==> src/rtl/i2c_rb_pkg.sv <==
package i2c_rb_pkg;
   typedef enum logic [2:0] {
      PH_IDLE,
      PH_RX,
      PH_RXACK,
      PH_TX,
      PH_TXACK
   } phase_t;

   typedef enum logic [1:0] {
      BY_ADDR,
      BY_SUB,
      BY_DATA
   } byte_kind_t;

   localparam int BYTE_W = 8;

   // 7-bit bus identity: fixed top bit, strapped second bit, low bits zero
   function automatic logic [6:0] slave_id(input logic strap);
      return {1'b1, strap, 5'b00000};
   endfunction
endpackage

==> src/rtl/i2c_line_sync.sv <==
module i2c_line_sync #(
   parameter int STAGES = 2
) (
   input  logic clk,
   input  logic rst_n,
   input  logic scl_i,
   input  logic sda_i,
   output logic scl_lvl,
   output logic sda_lvl,
   output logic scl_rise,
   output logic scl_fall,
   output logic start_ev,
   output logic stop_ev
);
   if (STAGES < 2) begin : g_bad_stages
      $error("i2c_line_sync: STAGES must be at least 2");
   end

   logic [STAGES-1:0] scl_ff;
   logic [STAGES-1:0] sda_ff;
   logic              scl_q;
   logic              sda_q;

   always_ff @(posedge clk or negedge rst_n) begin
      if (!rst_n) begin
         scl_ff <= '1;
         sda_ff <= '1;
         scl_q  <= 1'b1;
         sda_q  <= 1'b1;
      end else begin
         scl_ff <= {scl_ff[STAGES-2:0], scl_i};
         sda_ff <= {sda_ff[STAGES-2:0], sda_i};
         scl_q  <= scl_ff[STAGES-1];
         sda_q  <= sda_ff[STAGES-1];
      end
   end

   assign scl_lvl  = scl_ff[STAGES-1];
   assign sda_lvl  = sda_ff[STAGES-1];
   assign scl_rise = scl_lvl & ~scl_q;
   assign scl_fall = ~scl_lvl & scl_q;
   assign start_ev = scl_lvl & scl_q & sda_q & ~sda_lvl;
   assign stop_ev  = scl_lvl & scl_q & ~sda_q & sda_lvl;
endmodule

==> src/rtl/i2c_reg_file.sv <==
module i2c_reg_file #(
   parameter int NREG = 8,
   parameter int NRW  = 4,
   parameter int AW   = 3
) (
   input  logic                   clk,
   input  logic                   rst_n,
   input  logic                   we,
   input  logic [AW-1:0]          waddr,
   input  logic [7:0]             wdata,
   input  logic [AW-1:0]          raddr,
   output logic [7:0]             rdata,
   input  logic [(NREG-NRW)*8-1:0] stat_i,
   output logic [NRW*8-1:0]       ctl_o
);
   logic [7:0] bank [NREG];

   for (genvar g = 0; g < NREG; g++) begin : g_reg
      if (g < NRW) begin : g_rw
         logic [7:0] q;
         always_ff @(posedge clk or negedge rst_n) begin
            if (!rst_n)
               q <= '0;
            else if (we && waddr == AW'(g))
               q <= wdata;
         end
         assign bank[g]        = q;
         assign ctl_o[g*8 +: 8] = q;
      end else begin : g_ro
         assign bank[g] = stat_i[(g-NRW)*8 +: 8];
      end
   end

   assign rdata = bank[raddr];


   ro_write_chk: assert property (@(posedge clk) disable iff (!rst_n)
      (we && waddr >= AW'(NRW)) |=> $stable(ctl_o));
endmodule

==> src/rtl/i2c_proto_fsm.sv <==
module i2c_proto_fsm
   import i2c_rb_pkg::*;
#(
   parameter int NREG = 8,
   parameter int AW   = 3
) (
   input  logic          clk,
   input  logic          rst_n,
   input  logic          scl_lvl,
   input  logic          sda_lvl,
   input  logic          scl_rise,
   input  logic          scl_fall,
   input  logic          start_ev,
   input  logic          stop_ev,
   input  logic          strap,
   input  logic [7:0]    rdata,
   output logic          sda_oe,
   output logic          we,
   output logic [AW-1:0] waddr,
   output logic [7:0]    wdata,
   output logic [AW-1:0] raddr
);
   localparam logic [AW-1:0] LAST = AW'(NREG - 1);

   phase_t       ph;
   byte_kind_t   kind;
   logic [3:0]   bitcnt;
   logic [7:0]   shreg;
   logic [AW-1:0] ptr;
   logic         ovf;
   logic         rw;
   logic         mack;
   logic         accept;
   logic         byte_done;

   assign byte_done = (ph == PH_RX) && scl_fall && (bitcnt == 4'd8);

   always_comb begin
      unique case (kind)
         BY_ADDR: accept = (shreg[7:1] == slave_id(strap));
         BY_SUB:  accept = ({1'b0, shreg} < 9'(NREG));
         default: accept = !ovf;
      endcase
   end

   assign we    = byte_done && (kind == BY_DATA) && !ovf;
   assign waddr = ptr;
   assign wdata = shreg;
   assign raddr = (ph == PH_TXACK) ? ptr + 1'b1 : ptr;

   always_ff @(posedge clk or negedge rst_n) begin
      if (!rst_n) begin
         ph     <= PH_IDLE;
         kind   <= BY_ADDR;
         bitcnt <= '0;
         shreg  <= '0;
         ptr    <= '0;
         ovf    <= 1'b0;
         rw     <= 1'b0;
         mack   <= 1'b0;
         sda_oe <= 1'b0;
      end else if (start_ev) begin
         ph     <= PH_RX;
         kind   <= BY_ADDR;
         bitcnt <= '0;
         sda_oe <= 1'b0;
      end else if (stop_ev) begin
         ph     <= PH_IDLE;
         bitcnt <= '0;
         sda_oe <= 1'b0;
      end else begin
         unique case (ph)
            PH_RX: begin
               if (scl_rise && bitcnt < 4'd8) begin
                  shreg  <= {shreg[6:0], sda_lvl};
                  bitcnt <= bitcnt + 4'd1;
               end else if (byte_done) begin
                  bitcnt <= '0;
                  if (accept) begin
                     sda_oe <= 1'b1;
                     ph     <= PH_RXACK;
                  end else begin
                     ph     <= PH_IDLE;
                  end
                  unique case (kind)
                     BY_ADDR: rw <= shreg[0];
                     BY_SUB: begin
                        ptr <= shreg[AW-1:0];
                        ovf <= 1'b0;
                     end
                     default: begin
                        if (accept) begin
                           if (ptr == LAST) ovf <= 1'b1;
                           else             ptr <= ptr + 1'b1;
                        end
                     end
                  endcase
               end
            end
            PH_RXACK: begin
               if (scl_fall) begin
                  bitcnt <= '0;
                  if (kind == BY_ADDR && rw) begin
                     ph     <= PH_TX;
                     shreg  <= rdata;
                     sda_oe <= ~rdata[7];
                  end else begin
                     ph     <= PH_RX;
                     sda_oe <= 1'b0;
                     kind   <= (kind == BY_ADDR) ? BY_SUB : BY_DATA;
                  end
               end
            end
            PH_TX: begin
               if (scl_rise) begin
                  bitcnt <= bitcnt + 4'd1;
               end else if (scl_fall) begin
                  if (bitcnt == 4'd8) begin
                     sda_oe <= 1'b0;
                     bitcnt <= '0;
                     ph     <= PH_TXACK;
                  end else begin
                     shreg  <= {shreg[6:0], 1'b0};
                     sda_oe <= ~shreg[6];
                  end
               end
            end
            PH_TXACK: begin
               if (scl_rise) begin
                  mack <= ~sda_lvl;
               end else if (scl_fall) begin
                  if (mack) begin
                     ptr    <= ptr + 1'b1;
                     shreg  <= rdata;
                     sda_oe <= ~rdata[7];
                     ph     <= PH_TX;
                  end else begin
                     ph     <= PH_IDLE;
                  end
               end
            end
            default: ;
         endcase
      end
   end


   pull_in_low_chk: assert property (@(posedge clk) disable iff (!rst_n)
      $rose(sda_oe) |-> !scl_lvl);


   stop_release_chk: assert property (@(posedge clk) disable iff (!rst_n)
      stop_ev |=> (ph == PH_IDLE && !sda_oe));


   start_restart_chk: assert property (@(posedge clk) disable iff (!rst_n)
      start_ev |=> (ph == PH_RX && kind == BY_ADDR && bitcnt == 4'd0));


   idle_quiet_chk: assert property (@(posedge clk) disable iff (!rst_n)
      (ph == PH_IDLE) |-> !sda_oe);


   top_index_chk: assert property (@(posedge clk) disable iff (!rst_n)
      (we && ptr == LAST) |=> ovf);


   bit_count_chk: assert property (@(posedge clk) disable iff (!rst_n)
      bitcnt <= 4'd8);
endmodule

==> src/rtl/i2c_regbank_slave.sv <==
module i2c_regbank_slave #(
   parameter int NREG        = 8,
   parameter int NRW         = 4,
   parameter int SYNC_STAGES = 2
) (
   input  logic                    clk,
   input  logic                    rst_n,
   input  logic                    scl_i,
   input  logic                    sda_i,
   output logic                    sda_oe,
   input  logic                    addr_strap_i,
   input  logic [(NREG-NRW)*8-1:0] stat_i,
   output logic [NRW*8-1:0]        ctl_o
);
   localparam int AW = $clog2(NREG);

   if (NREG < 2 || NREG > 256 || (1 << AW) != NREG) begin : g_bad_nreg
      $error("i2c_regbank_slave: NREG must be a power of two in 2..256");
   end
   if (NRW < 1 || NRW >= NREG) begin : g_bad_nrw
      $error("i2c_regbank_slave: NRW must be in 1..NREG-1");
   end

   logic          scl_lvl, sda_lvl, scl_rise, scl_fall, start_ev, stop_ev;
   logic          we;
   logic [AW-1:0] waddr, raddr;
   logic [7:0]    wdata, rdata;

   i2c_line_sync #(.STAGES(SYNC_STAGES)) u_sync (
      .clk      (clk),
      .rst_n    (rst_n),
      .scl_i    (scl_i),
      .sda_i    (sda_i),
      .scl_lvl  (scl_lvl),
      .sda_lvl  (sda_lvl),
      .scl_rise (scl_rise),
      .scl_fall (scl_fall),
      .start_ev (start_ev),
      .stop_ev  (stop_ev)
   );

   i2c_proto_fsm #(.NREG(NREG), .AW(AW)) u_fsm (
      .clk      (clk),
      .rst_n    (rst_n),
      .scl_lvl  (scl_lvl),
      .sda_lvl  (sda_lvl),
      .scl_rise (scl_rise),
      .scl_fall (scl_fall),
      .start_ev (start_ev),
      .stop_ev  (stop_ev),
      .strap    (addr_strap_i),
      .rdata    (rdata),
      .sda_oe   (sda_oe),
      .we       (we),
      .waddr    (waddr),
      .wdata    (wdata),
      .raddr    (raddr)
   );

   i2c_reg_file #(.NREG(NREG), .NRW(NRW), .AW(AW)) u_regs (
      .clk    (clk),
      .rst_n  (rst_n),
      .we     (we),
      .waddr  (waddr),
      .wdata  (wdata),
      .raddr  (raddr),
      .rdata  (rdata),
      .stat_i (stat_i),
      .ctl_o  (ctl_o)
   );
endmodule

==> config.mk <==
export PLATFORM = sky130hd
export DESIGN_NAME = i2c_regbank_slave
export DESIGN_NICKNAME = d
export VERILOG_FILES = /design/src/rtl/i2c_rb_pkg.sv /design/src/rtl/i2c_line_sync.sv /design/src/rtl/i2c_reg_file.sv /design/src/rtl/i2c_proto_fsm.sv /design/src/rtl/i2c_regbank_slave.sv
export SDC_FILE = /design/constraint.sdc
export NUM_CORES = 1
export LEC_CHECK = 0
export BUFFER_PORTS_ARGS = -buffer_cell sky130_fd_sc_hd__buf_2
export CORE_MARGIN = 2
export CORE_UTILIZATION = 60
export DETAILED_ROUTE_END_ITERATION = 16
export PLACE_DENSITY = 0.86
export SYNTH_ARGS = -nofsm -noshare
export SYNTH_HDL_FRONTEND = slang
export SYNTH_SLANG_ARGS = --single-unit
==> constraint.sdc <==
create_clock -name clk -period 4.25 [get_ports clk]
set_clock_uncertainty 0.15 [all_clocks]
set_input_delay 0.85 -clock clk [delete_from_list [all_inputs] [get_ports clk]]
set_output_delay 0.85 -clock clk [all_outputs]
set_load 0.03 [all_outputs]
==> flow_summary_export.csv <==
group,metric,value,unit
outcome,run_status,"completed",
sta,final.period_utilization,83.4,%
layout,final_cell_mix,"buf_2, dfrtp_1, mux2_2",
critical_path,end_kind,"register",
grt,grt_pass1_wl,17600,um
sta,min_period,3.55,ns
synthesis,synth_top_family_by_area,"compound AO/OA/AOI/OAI gates",
layout,final_util,69.5,%
sta,hold_slack,0.193,ns
layout,antenna_cells,0,
critical_path,worstSetupPathType,"reg -> reg",
synthesis,synth_edf_count,0,
placement,numPortBuffers,69,
detailed_routing,drc,0,
synthesis,synthSimpleGateAreaFrac,15.8,%
power_and_ir_drop,switching_power,652,uW
detailed_routing,drt_iter0_markers,393,
detailed_routing,drtPass1Iterations,5,
sta,relSlewSlack,41.6,%
critical_path,cp-endpoint,"u_fsm.wdata[5]",
layout,final_area,0.00472,mm^2
floorplanning,die-area,0.00769,mm^2
synthesis,synth_mux_area_share,17.9,%
synthesis,synthesis.area,0.00420,mm^2
power_and_ir_drop,powerDensity,377,mW/mm^2
floorplanning,die_h,87.7,um
floorplanning,dieWidth,87.7,um
placement,place_congestion,0.862,
clock_network,cts_tree,"built",
layout,drive_gt1_share,30.9,%
sta,rsz0062_at_grt,"false",
synthesis,syn_inst,432,
synthesis,synth_ff_type,"dfrtp_1",
clock_network,clkSlewWorstSetupHoldPaths,0.08,ns
critical_path,reg2reg_depth,9,
grt,grt_max_degree,57,
clock_network,clock_latency,0.36,ns
synthesis,synth_xor_area_share,0.417,%
layout,fillCellCount,533,
layout,final_nets,525,
detailed_routing,dr_total_vias,3836,
grt,antenna_found_initial,0,
critical_path,cp.arrival,3.64,ns
floorplanning,num_rows,30,
synthesis,yosys.area_share.adder,2.38,%
sta,setup_tns,0,ns
clock_network,cts_buffer_depth,2,
power_and_ir_drop,ir_drop,0.323,mV
power_and_ir_drop,p_leak,0.00211,uW
synthesis,syn_avg_cell_area,9.73,um^2
power_and_ir_drop,pwr-share-clk,29.8,%
critical_path,required,4.34,ns
power_and_ir_drop,p_int,1130,uW
synthesis,synth_compound_area_share,21.4,%
sta,max_freq,282,MHz
power_and_ir_drop,power_frac_seq,46.3,%
layout,layout_commonest_cell,"buf_2",
flow_run,maxCapViolCount,0,
synthesis,async_flop_share,100,%
grt,grt_pass1_vias,3457,
placement,place_area,0.00452,mm^2
clock_network,holdBufCountCts,0,
critical_path,startpoint,"u_fsm.waddr[1]",
power_and_ir_drop,combPwrFrac,24.0,%
layout,syn_to_final_growth,12.3,%
detailed_routing,antenna_left,0,
sta,fin_ws,0.704,ns
sta,hold_viol_final,0,
synthesis,ys_types,60,
sta,setup_violations,0,
clock_network,cts_root_buffer,"clkbuf_8",
grt,gr-total-overflow,0,
clock_network,numCtsBuffers,9,
detailed_routing,via_per_inst,6.60,
critical_path,r2r_start,"u_fsm.waddr[1]",
critical_path,r2r-end,"u_fsm.wdata[5]",
placement,hpwl,7930,um
critical_path,crit_fanout,34,
sta,slew_violations,0,
clock_network,post_cts_buffers,0,
hold_path,hp-class,"reg -> reg",
placement,pre_cts_slack,0.797,ns
clock_network,cts_resized,0,
floorplanning,initial_core_util,61.9,%
grt,grtUsageTotal,30.1,%
floorplanning,core_region_area,0.00679,mm^2
critical_path,critPathLaunchType,"register",
floorplanning,pin_count,70,
synthesis,synthesis.nets,477,
detailed_routing,avgRoutedWirePerCell,19.2,um
sta,worst_pin_slew,0.875,ns
critical_path,rrSetupSlack,0.70,ns
power_and_ir_drop,p_sw_share,36.7,%
clock_network,cts_max_level,3,
synthesis,ys_warn_count,0,
clock_network,cts.sinks,62,
synthesis,ys_seq_area_share,37.1,%
synthesis,synth_seq_cells,62,
detailed_routing,routed_wl,11200,um
## worst min-delay path by stage
stage,start,endpoint,slack [ns],depth (start not counted)
after floorplan,u_sync.scl_ff[0],u_sync.scl_ff[1],0.20,0
after global placement,u_sync.scl_ff[0],u_sync.scl_ff[1],0.20,0
after detailed placement,u_sync.sda_ff[0],u_sync.sda_ff[1],0.20,0
after CTS,u_sync.sda_ff[0],u_sync.sda_ff[1],0.20,0
after global routing,u_sync.scl_ff[0],u_sync.scl_ff[1],0.20,0
final,u_sync.sda_ff[0],u_sync.sda_ff[1],0.19,0
## synth_stat cells, types with 2 or more instances
master	count	area, um^2
dfrtp_1	56	1400
mux2_2	40	450
o21ai_0	32	160
nor2_1	26	97.6
nand2_1	21	78.8
nor3_1	21	105
o32ai_1	21	184
mux2i_1	20	200
clkbuf_1	17	63.8
o22ai_1	16	100
nand3_1	15	75.1
a21oi_1	14	70.1
buf_2	10	50.1
ha_1	8	100
a21o_1	7	52.6
a31oi_1	7	43.8
inv_1	7	26.3
nand2b_1	7	43.8
a311oi_1	6	52.6
dfstp_2	6	158
nor2b_1	6	37.5
o2111ai_1	5	43.8
o31ai_1	5	37.5
buf_1	4	15.0
mux4_2	4	90.1
buf_4	3	22.5
buf_6	3	33.8
nand2_4	3	33.8
o41ai_1	3	26.3
a211oi_2	2	25.0
and2_1	2	12.5
and3_1	2	12.5
nand3b_1	2	15.0
nor3b_1	2	15.0
nor4b_1	2	17.5
o22a_1	2	17.5
or4b_1	2	20.0
## power by group through the flow
stage	combinational, uW	sequential [uW]	clock (uW)
floorplan	377	730	0
global placement	408	823	0
detailed placement	419	826	0
CTS	423	816	536
global route	481	837	561
finish	426	823	530
## cells by family after synthesis
family / count (synthesis)
buffers and inverters: 44
AND/OR/NAND/NOR: 122
multiplexers: 65
AO/OA/AOI/OAI: 129
adder cells (fa/ha/maj): 8
flip-flops: 62
XOR/XNOR: 2
## per-stage QoR
stage,total power (uW),std cells
after floorplan,1110,432
after global placement,1230,565
after detailed placement,1250,565
after CTS,1780,581
after global routing,1880,581
final,1780,581
## final cells by class
cell class / instances / area, um^2 / share of cell area (%)
multi-input combinational: 326 / 2430 / 51.5
sequential: 62 / 1560 / 33.0
timing repair buffer: 74 / 383 / 8.11
clock buffer: 11 / 141 / 2.99
tap: 96 / 120 / 2.54
clock inverter: 5 / 58.8 / 1.25
inverter: 7 / 26.3 / 0.556
## worst max-delay path, stage by stage (launching register included)
cell	delay (ns)
dfrtp_1	0.32
buf_4	0.31
inv_1	0.30
ha_1	0.47
or4b_1	0.86
o21ai_0	0.39
o22ai_1	0.17
o2111ai_1	0.15
a311oi_1	0.12
a21o_1	0.18
## routing by layer
| layer | vias to the layer above | track usage (%) | wire (um) |
|---|---|---|---|
| li1 | 1764 | - | - |
| met1 | 1834 | 41.8 | 4850 |
| met2 | 204 | 47.7 | 5150 |
| met3 | 34 | 5.66 | 857 |
| met4 | 0 | 10.2 | 306 |
| met5 | - | 0 | 0 |
## flip-flops by register name, summed over array words and instances, names as in the netlist
signal	flops
u_fsm.bitcnt	4
u_fsm.kind	2
u_fsm.mack	1
u_fsm.ovf	1
u_fsm.ph	3
u_fsm.rw	1
u_fsm.sda_oe	1
u_fsm.waddr	3
u_fsm.wdata	8
u_regs.g.g_rw.q	32
u_sync.scl_ff	2
u_sync.scl_q	1
u_sync.sda_ff	2
u_sync.sda_q	1
Note: power is estimated with default switching activity, not from simulation.
